File: src/rtl/cam_bus_pkg.sv
package cam_bus_pkg;

    localparam int DATA_W = 16;
    localparam int ADDR_W = 3;
    localparam int SPD_W  = 6;
    localparam int CTRL_W = 6;

    // control register bit positions (lines are active low)
    localparam int CB_EC  = 0;
    localparam int CB_CM  = 1;
    localparam int CB_W   = 2;
    localparam int CB_E   = 3;
    localparam int CB_MAN = 4;
    localparam int CB_SEL = 5;

    localparam logic [ADDR_W-1:0] RA_CTRL  = 3'd0;
    localparam logic [ADDR_W-1:0] RA_DATA  = 3'd1;
    localparam logic [ADDR_W-1:0] RA_STLO  = 3'd2;
    localparam logic [ADDR_W-1:0] RA_STHI  = 3'd3;
    localparam logic [ADDR_W-1:0] RA_SPEED = 3'd4;

    localparam logic [SPD_W-1:0] SPD_SLOW = 6'h27;
    localparam logic [SPD_W-1:0] SPD_MID  = 6'h25;
    localparam logic [SPD_W-1:0] SPD_FAST = 6'h20;

    typedef enum logic [1:0] {
        SQ_IDLE   = 2'd0,
        SQ_SETUP  = 2'd1,
        SQ_STROBE = 2'd2,
        SQ_HOLD   = 2'd3
    } seq_state_t;

    function automatic logic speed_ok(input logic [SPD_W-1:0] code);
        return (code == SPD_SLOW) || (code == SPD_MID) || (code == SPD_FAST);
    endfunction

endpackage

File: src/rtl/cam_host_regs.sv
module cam_host_regs
    import cam_bus_pkg::*;
#(
    parameter int DW = DATA_W,
    parameter int AW = ADDR_W,
    parameter int SW = SPD_W,
    parameter int CW = CTRL_W
) (
    input  logic          clk,
    input  logic          rst_n,
    input  logic [AW-1:0] hst_addr,
    input  logic          hst_we,
    input  logic [DW-1:0] hst_wdata,
    output logic [DW-1:0] hst_rdata,
    input  logic [DW-1:0] cam_d_in,
    output logic [CW-1:0] ctrl_q,
    output logic          man_en_d,
    output logic [DW-1:0] data_q,
    output logic [SW-1:0] speed_q
);

    localparam int NHALF = 2;

    logic [CW-1:0] ctrl_r;
    logic [DW-1:0] data_r;
    logic [SW-1:0] speed_r;
    logic [DW-1:0] stat_r [NHALF];
    logic          e_q, w_q, man_q;
    logic          wr_ctrl, wr_data, wr_speed, capture;

    assign wr_ctrl  = hst_we && (hst_addr == RA_CTRL);
    assign wr_data  = hst_we && (hst_addr == RA_DATA);
    assign wr_speed = hst_we && (hst_addr == RA_SPEED) && speed_ok(hst_wdata[SW-1:0]);
    assign man_en_d = wr_ctrl ? hst_wdata[CB_MAN] : ctrl_r[CB_MAN];

    // rising chip enable after a manual read strobe
    assign capture = ctrl_r[CB_MAN] && man_q && ctrl_r[CB_E] && !e_q && w_q;

    always_ff @(posedge clk or negedge rst_n) begin
        if (!rst_n) begin
            ctrl_r  <= '0;
            data_r  <= '0;
            speed_r <= SPD_SLOW;
            e_q     <= 1'b1;
            w_q     <= 1'b1;
            man_q   <= 1'b0;
        end else begin
            if (wr_ctrl)  ctrl_r  <= hst_wdata[CW-1:0];
            if (wr_data)  data_r  <= hst_wdata;
            if (wr_speed) speed_r <= hst_wdata[SW-1:0];
            e_q   <= ctrl_r[CB_E];
            w_q   <= ctrl_r[CB_W];
            man_q <= ctrl_r[CB_MAN];
        end
    end

    for (genvar g = 0; g < NHALF; g++) begin : g_stat
        always_ff @(posedge clk or negedge rst_n) begin
            if (!rst_n)
                stat_r[g] <= '0;
            else if (capture && (ctrl_r[CB_SEL] == 1'(g)))
                stat_r[g] <= cam_d_in;
        end
    end

    always_comb begin
        hst_rdata = '0;
        case (hst_addr)
            RA_CTRL:  hst_rdata = DW'(ctrl_r);
            RA_DATA:  hst_rdata = data_r;
            RA_STLO:  hst_rdata = stat_r[0];
            RA_STHI:  hst_rdata = stat_r[1];
            RA_SPEED: hst_rdata = DW'(speed_r);
            default:  hst_rdata = '0;
        endcase
    end

    assign ctrl_q  = ctrl_r;
    assign data_q  = data_r;
    assign speed_q = speed_r;

    // only legal speed codes are ever held
    a_r6_speed_legal: assert property (@(posedge clk) disable iff (!rst_n)
        speed_ok(speed_r));

    // a status half changes only at a capture edge
    a_r5_status_stable: assert property (@(posedge clk) disable iff (!rst_n)
        !capture |=> ($stable(stat_r[0]) && $stable(stat_r[1])));

endmodule

File: src/rtl/cam_auto_seq.sv
module cam_auto_seq
    import cam_bus_pkg::*;
#(
    parameter int DW = DATA_W,
    parameter int SW = SPD_W
) (
    input  logic          clk,
    input  logic          rst_n,
    input  logic          man_en_d,
    input  logic [SW-1:0] speed,
    input  logic          req,
    input  logic          cmd,
    input  logic          wr,
    input  logic [DW-1:0] data_in,
    output logic [3:0]    seq_lines,
    output logic [DW-1:0] seq_d,
    output logic          seq_oe,
    output logic          busy,
    output logic          done
);

    seq_state_t    state_r, state_n;
    logic [SW-1:0] cnt_r;
    logic          cmd_r, wr_r;
    logic [DW-1:0] data_r;

    // state register
    always_ff @(posedge clk or negedge rst_n) begin
        if (!rst_n) state_r <= SQ_IDLE;
        else        state_r <= state_n;
    end

    // strobe counter and request latch
    always_ff @(posedge clk or negedge rst_n) begin
        if (!rst_n) begin
            cnt_r  <= '0;
            cmd_r  <= 1'b0;
            wr_r   <= 1'b0;
            data_r <= '0;
        end else begin
            if (state_r == SQ_IDLE && req && !man_en_d) begin
                cmd_r  <= cmd;
                wr_r   <= wr;
                data_r <= data_in;
            end
            if (state_r == SQ_SETUP)
                cnt_r <= speed - SW'(1);
            else if (state_r == SQ_STROBE && cnt_r != '0)
                cnt_r <= cnt_r - SW'(1);
        end
    end

    // next state
    always_comb begin
        state_n = state_r;
        if (man_en_d) begin
            state_n = SQ_IDLE;
        end else begin
            unique case (state_r)
                SQ_IDLE:   if (req) state_n = SQ_SETUP;
                SQ_SETUP:  state_n = SQ_STROBE;
                SQ_STROBE: if (cnt_r == '0) state_n = SQ_HOLD;
                SQ_HOLD:   state_n = SQ_IDLE;
            endcase
        end
    end

    // outputs, lines ordered {e, w, cm, ec}
    always_comb begin
        seq_lines = 4'b1111;
        seq_oe    = 1'b0;
        seq_d     = data_r;
        busy      = 1'b1;
        done      = 1'b0;
        unique case (state_r)
            SQ_IDLE: begin
                busy = 1'b0;
            end
            SQ_SETUP: begin
                seq_lines = {1'b1, ~wr_r, ~cmd_r, 1'b0};
            end
            SQ_STROBE: begin
                seq_lines = {1'b0, ~wr_r, ~cmd_r, 1'b0};
                seq_oe    = wr_r;
            end
            SQ_HOLD: begin
                seq_lines = {1'b1, ~wr_r, ~cmd_r, 1'b0};
                done      = 1'b1;
            end
        endcase
    end

    // manual mode leaves the sequencer idle
    a_r8_idle_under_manual: assert property (@(posedge clk) disable iff (!rst_n)
        man_en_d |=> (state_r == SQ_IDLE));

    // the hold cycle only follows a strobe
    a_r7_hold_after_strobe: assert property (@(posedge clk) disable iff (!rst_n)
        (state_r == SQ_HOLD) |-> ($past(state_r) == SQ_STROBE));

    // a strobe is entered only from setup
    a_r7_strobe_entry: assert property (@(posedge clk) disable iff (!rst_n)
        (state_r == SQ_STROBE && $past(state_r) != SQ_STROBE) |-> ($past(state_r) == SQ_SETUP));

endmodule

File: src/rtl/cam_bus_ctrl.sv
module cam_bus_ctrl
    import cam_bus_pkg::*;
#(
    parameter int DW = DATA_W,
    parameter int AW = ADDR_W,
    parameter int SW = SPD_W,
    parameter int CW = CTRL_W
) (
    input  logic          clk,
    input  logic          rst_n,
    input  logic [AW-1:0] hst_addr,
    input  logic          hst_we,
    input  logic [DW-1:0] hst_wdata,
    output logic [DW-1:0] hst_rdata,
    input  logic          auto_req,
    input  logic          auto_cmd,
    input  logic          auto_wr,
    input  logic [DW-1:0] auto_data,
    output logic          auto_busy,
    output logic          auto_done,
    output logic          cam_ec_n,
    output logic          cam_cm_n,
    output logic          cam_w_n,
    output logic          cam_e_n,
    output logic [DW-1:0] cam_d_out,
    output logic          cam_d_oe,
    input  logic [DW-1:0] cam_d_in
);

    localparam int NLINE = 4;

    logic [CW-1:0]    ctrl_q;
    logic             man_en_d, man;
    logic [DW-1:0]    data_q, seq_d;
    logic [SW-1:0]    speed_q;
    logic [NLINE-1:0] seq_lines, lines;
    logic             seq_oe;

    cam_host_regs #(.DW(DW), .AW(AW), .SW(SW), .CW(CW)) u_regs (
        .clk       (clk),
        .rst_n     (rst_n),
        .hst_addr  (hst_addr),
        .hst_we    (hst_we),
        .hst_wdata (hst_wdata),
        .hst_rdata (hst_rdata),
        .cam_d_in  (cam_d_in),
        .ctrl_q    (ctrl_q),
        .man_en_d  (man_en_d),
        .data_q    (data_q),
        .speed_q   (speed_q)
    );

    cam_auto_seq #(.DW(DW), .SW(SW)) u_seq (
        .clk       (clk),
        .rst_n     (rst_n),
        .man_en_d  (man_en_d),
        .speed     (speed_q),
        .req       (auto_req),
        .cmd       (auto_cmd),
        .wr        (auto_wr),
        .data_in   (auto_data),
        .seq_lines (seq_lines),
        .seq_d     (seq_d),
        .seq_oe    (seq_oe),
        .busy      (auto_busy),
        .done      (auto_done)
    );

    assign man = ctrl_q[CB_MAN];

    // line order matches control bits 0..3: ec, cm, w, e
    logic [NLINE-1:0] seq_by_bit;
    assign seq_by_bit = {seq_lines[3], seq_lines[2], seq_lines[1], seq_lines[0]};

    for (genvar g = 0; g < NLINE; g++) begin : g_line
        assign lines[g] = man ? ctrl_q[g] : seq_by_bit[g];
    end

    assign cam_ec_n  = lines[CB_EC];
    assign cam_cm_n  = lines[CB_CM];
    assign cam_w_n   = lines[CB_W];
    assign cam_e_n   = lines[CB_E];
    assign cam_d_oe  = man ? (!ctrl_q[CB_W] && !ctrl_q[CB_E]) : seq_oe;
    assign cam_d_out = man ? data_q : seq_d;

    // a manual control write shows on the lines one cycle later
    a_r3_lines_follow: assert property (@(posedge clk) disable iff (!rst_n)
        (hst_we && hst_addr == RA_CTRL && hst_wdata[CB_MAN])
        |=> ({cam_e_n, cam_w_n, cam_cm_n, cam_ec_n} == $past(hst_wdata[3:0])));

    // the bus is only driven inside a write strobe
    a_r4_drive_in_strobe: assert property (@(posedge clk) disable iff (!rst_n)
        cam_d_oe |-> (!cam_e_n && !cam_w_n));

endmodule

File: config.mk
export PLATFORM = sky130hd
export DESIGN_NAME = cam_bus_ctrl
export DESIGN_NICKNAME = d
export VERILOG_FILES = /design/src/rtl/cam_bus_pkg.sv /design/src/rtl/cam_host_regs.sv /design/src/rtl/cam_auto_seq.sv /design/src/rtl/cam_bus_ctrl.sv
export SDC_FILE = /design/constraint.sdc
export NUM_CORES = 1
export LEC_CHECK = 0
export BUFFER_PORTS_ARGS = -buffer_cell sky130_fd_sc_hd__buf_4
export CAP_MARGIN = 20
export CELL_PAD_IN_SITES_DETAIL_PLACEMENT = 0
export CELL_PAD_IN_SITES_GLOBAL_PLACEMENT = 1
export CORE_ASPECT_RATIO = 0.9
export CORE_MARGIN = 2
export CORE_UTILIZATION = 40
export DETAILED_ROUTE_END_ITERATION = 12
export PLACE_DENSITY = 0.71
export SLEW_MARGIN = 20
export SYNTH_ARGS = -nofsm -noshare
export SYNTH_HDL_FRONTEND = slang
export SYNTH_SLANG_ARGS = --single-unit
File: constraint.sdc
create_clock -name clk -period 3.2 [get_ports clk]
set_clock_uncertainty 0.1 [all_clocks]
set_input_delay 0 -clock clk [delete_from_list [all_inputs] [get_ports clk]]
set_output_delay 0 -clock clk [all_outputs]
set_load 0.01 [all_outputs]
==> key figures <==
Clocking
  • TritonCTS clock tree: done
  • Max clock buf depth: 2
  • CTS Buf Count: 9
  • Clock sink total: 89
  • H-tree levels: 3
  • Worst-Skew Late Latency: 0.33 ns
  • Clk pin slew, worst setup/hold paths: 0.07 ns
  • Root buffer cell: clkbuf_16

Setup path
  • Critical Path Sink Type: flop
  • RR Startpoint: u_seq.state_r[1]
  • Crit path kind: flop to flop
  • Crit path max fanout: 13
  • CP Data Arrival Time: 2.82 ns
  • Cell depth of the worst flop-to-flop path: 7
  • Type of origin of the critical path: flop
  • End of the worst register-to-register path: u_seq.cnt_r[5]
  • Flop2flop setup slack: 0.48 ns
  • Crit path required time: approximately 3.3 ns

Power
  • Max IR drop VDD: 0.344 mV
  • Power after layout: 4340 uW
  • Total power density per cell area: ~700 mW/mm^2
  • Leakage: roughly 0.0028 uW

Logic synthesis
  • Post-synthesis sequential area ratio: 49.9%
  • Largest area contributor in the netlist: dfrtp_1
  • Syn nets: between 400 and 500
  • Warnings, synthesis: 0
  • Primary FF master, synth: dfrtp_1
  • Yosys cell types: 44
  • Avg Inst Size Synth: 12.6 um^2
  • Area share of the largest cell type after synthesis: between 40% and 50%
  • Synth area leaders: dfrtp_1 46%, mux2_2 23%, mux2_4 3.7%, dfstp_2 3.5%, nor2_1 2.3%
  • Gate Count Post-Synth: 355
  • Post-synthesis cell area: 0.00448 mm^2
  • Ys async rst share: 100%
  • Seq cells post-synth: between 80 and 90
  • Post-synth EDFFs: 0

Global route
  • Largest net degree at the start of global routing: 54
  • Vias in the first global route: 3487
  • GR Overflow Total: 0
  • GRT Total Usage: between 20% and 30%
  • Initial antenna violation count: 0
  • Global-route wire length before repair: 18.6 mm

Job
  • Max cap viols: 0

Detailed routing
  • Routed Antenna Nets: 0
  • Drt first-iter violations: between 100 and 150
  • Routed WL per cell: 17.4 um
  • Post-route DRC: 0
  • 1st-pass router iterations: 4
  • Via Count: 3296
  • Total wire length: 11.4 mm
  • DR vias/cell: 5.02

Timing
  • RSZ-0062 raised after global routing: false
  • Setup_tns: 0 ns
  • Peak Freq: 368 MHz
  • Final number of hold-violating endpoints: 0
  • Final worst-path cycle share: 84.9%
  • Pins Over Slew Limit: 0
  • Slew headroom: 46.1%
  • Setup violators final: 0
  • Worst setup margin: slightly below 0.5 ns
  • Worst-Margin Slew: slightly above 0.8 ns
  • Fin crit period: ~2.7 ns

Die
  • Die area: 0.0121 mm^2
  • Core ar.: 0.0109 mm^2
  • Ports: 96
  • Initial Util: 41.3%
  • Row Count: 36
  • Chip width: around 120 um
  • Die Y: 104 um

Place
  • HPWL Detailed: 8.06 mm
  • RD Place Congestion: 0.821
  • Placed cell count: 589
  • Port bufs: 95
  • Dpl ws: 0.521 ns

Worst hold path
  • Worst hold path depth: 4
  • Min-Delay Startpoint: hst_we
  • Worst Hold Class: input port to flop
  • Hold EP: u_regs.ctrl_q[1]

Status
  • Status: completed

Final layout
  • Fin cells: around 660
  • Syn-to-layout area delta: 37.2%
  • Inserted Diodes: 0
  • Nets: 565
  • Layout cells sized above 1: between 40% and 50%
## registers in the layout, indices dropped and copies added, names as in the netlist
name	count
u_regs.man_q	1
u_seq.cnt_r	6
u_seq.seq_d	16
u_seq.cmd_r	1
u_regs.ctrl_q	6
u_regs.data_q	16
u_seq.wr_r	1
u_regs.speed_q	6
u_regs.w_q	1
u_seq.state_r	2
u_regs.stat_r	32
u_regs.e_q	1
## where the power goes
group	internal (uW)	total [uW]	leakage, uW	switching [uW]
Combinational	927	1630	0.00158	703
Clock	535	991	0.000135	456
Sequential	1470	1720	0.00108	253
## critical path, cell delays in order, from the launching register on
cell and delay (ns):
dfrtp_1 0.42, inv_1 0.14, ha_1 0.44, mux2i_1 0.33, o211ai_2 0.20, a2111o_1 0.46, a2111oi_0 0.40, a311oi_1 0.09
## cells in the final DEF, fill, tap and decap left out, drive strengths merged, types with 2 or more instances in the layout
| cell | instances |
|---|---|
| a21o | 2 |
| a21oi | 12 |
| a22o | 2 |
| a22oi | 11 |
| and2 | 2 |
| buf | 101 |
| clkbuf | 9 |
| dfrtp | 83 |
| dfstp | 6 |
| dlygate4sd3 | 52 |
| ha | 8 |
| inv | 10 |
| mux2 | 102 |
| mux2i | 11 |
| nand2 | 13 |
| nand2b | 3 |
| nand3 | 2 |
| nor2 | 29 |
| nor2b | 5 |
| nor3 | 8 |
| nor3b | 3 |
| nor4b | 2 |
| o211ai | 2 |
| o21ai | 7 |
| o22ai | 5 |
| xor2 | 2 |
## per-layer routing
layer	vias to the layer above	share of wire [%]	GRT usage, %
li1	1583	-	-
met1	1632	46	26.5
met2	77	49	32.7
met3	4	4.4	5.48
met4	0	0.67	4.22
met5	-	0	0
## worst max path at each step
stage | startpoint | to | slack, ns
after CTS | u_seq.state_r[1] | u_seq.cnt_r[5] | 0.49
after floorplan | u_seq.state_r[1] | u_seq.cnt_r[5] | 0.90
after global placement | u_seq.state_r[1] | u_seq.cnt_r[5] | 0.64
final | u_seq.state_r[1] | u_seq.cnt_r[5] | 0.48
after global routing | u_seq.state_r[1] | u_seq.cnt_r[5] | 0.12
after detailed placement | u_seq.state_r[1] | u_seq.cnt_r[5] | 0.52
## cells in the mapped netlist (2+ instances only)
| cell | number |
|---|---|
| buf_2 | 3 |
| mux2_2 | 91 |
| xor2_1 | 2 |
| mux2i_1 | 10 |
| and2_1 | 2 |
| nor3b_1 | 3 |
| a21oi_1 | 12 |
| o22ai_1 | 5 |
| nor2_1 | 27 |
| nand3_1 | 2 |
| mux2_4 | 11 |
| nand2_1 | 13 |
| nor3_1 | 8 |
| ha_1 | 8 |
| a21o_1 | 2 |
| buf_1 | 2 |
| clkbuf_1 | 11 |
| nor2b_1 | 5 |
| inv_1 | 6 |
| dfstp_2 | 6 |
| nand2b_1 | 3 |
| a22o_1 | 2 |
| a22oi_1 | 11 |
| dfrtp_1 | 83 |
| o21ai_0 | 7 |
| buf_6 | 2 |
## kinds of logic (layout without fill, tap and decap cells)
| logic type | after synthesis | in the layout | share of synthesized area [%] |
|---|---|---|---|
| mux | 114 | 114 | 29.8 |
| flops | 89 | 89 | 49.9 |
| simple gates | 70 | 70 | 8.04 |
| compound gates | 46 | 46 | 6.90 |
| buf+inv | 25 | 174 | 2.60 |
| fa+ha+maj | 8 | 8 | 2.23 |
| xor+xnor | 3 | 3 | 0.586 |
## per-stage QoR
| step | util [%] | hold WS (ns) | cell area [um^2] |
|---|---|---|---|
| after floorplan | - | -0.396 | 4480 |
| after global placement | 49.3 | -0.0112 | 5350 |
| after detailed placement | 49.3 | -0.0215 | 5350 |
| after CTS | 56.6 | 0.0202 | 6150 |
| after global routing | 56.6 | 0.0199 | 6150 |
| final | 56.6 | 0.0306 | 6150 |
## cell type report
class | instances | area (um^2)
fill | 912 | 4710
clock inverter | 6 | 50.0
tap | 152 | 190
sequential | 89 | 2230
multi-input combinational | 241 | 2150
inverter | 6 | 22.5
timing repair buffer | 153 | 1280
clock buffer | 9 | 225
## repair_timing
| item | 4_1_cts | 5_1_grt |
|---|---|---|
| buffers inserted | 0 | 0 |
| endpoints found under the hold margin | 123 | 0 |
| hold buffers | 52 | 0 |
| resized for setup | 0 | 0 |
(Power assumes the default switching activity.)
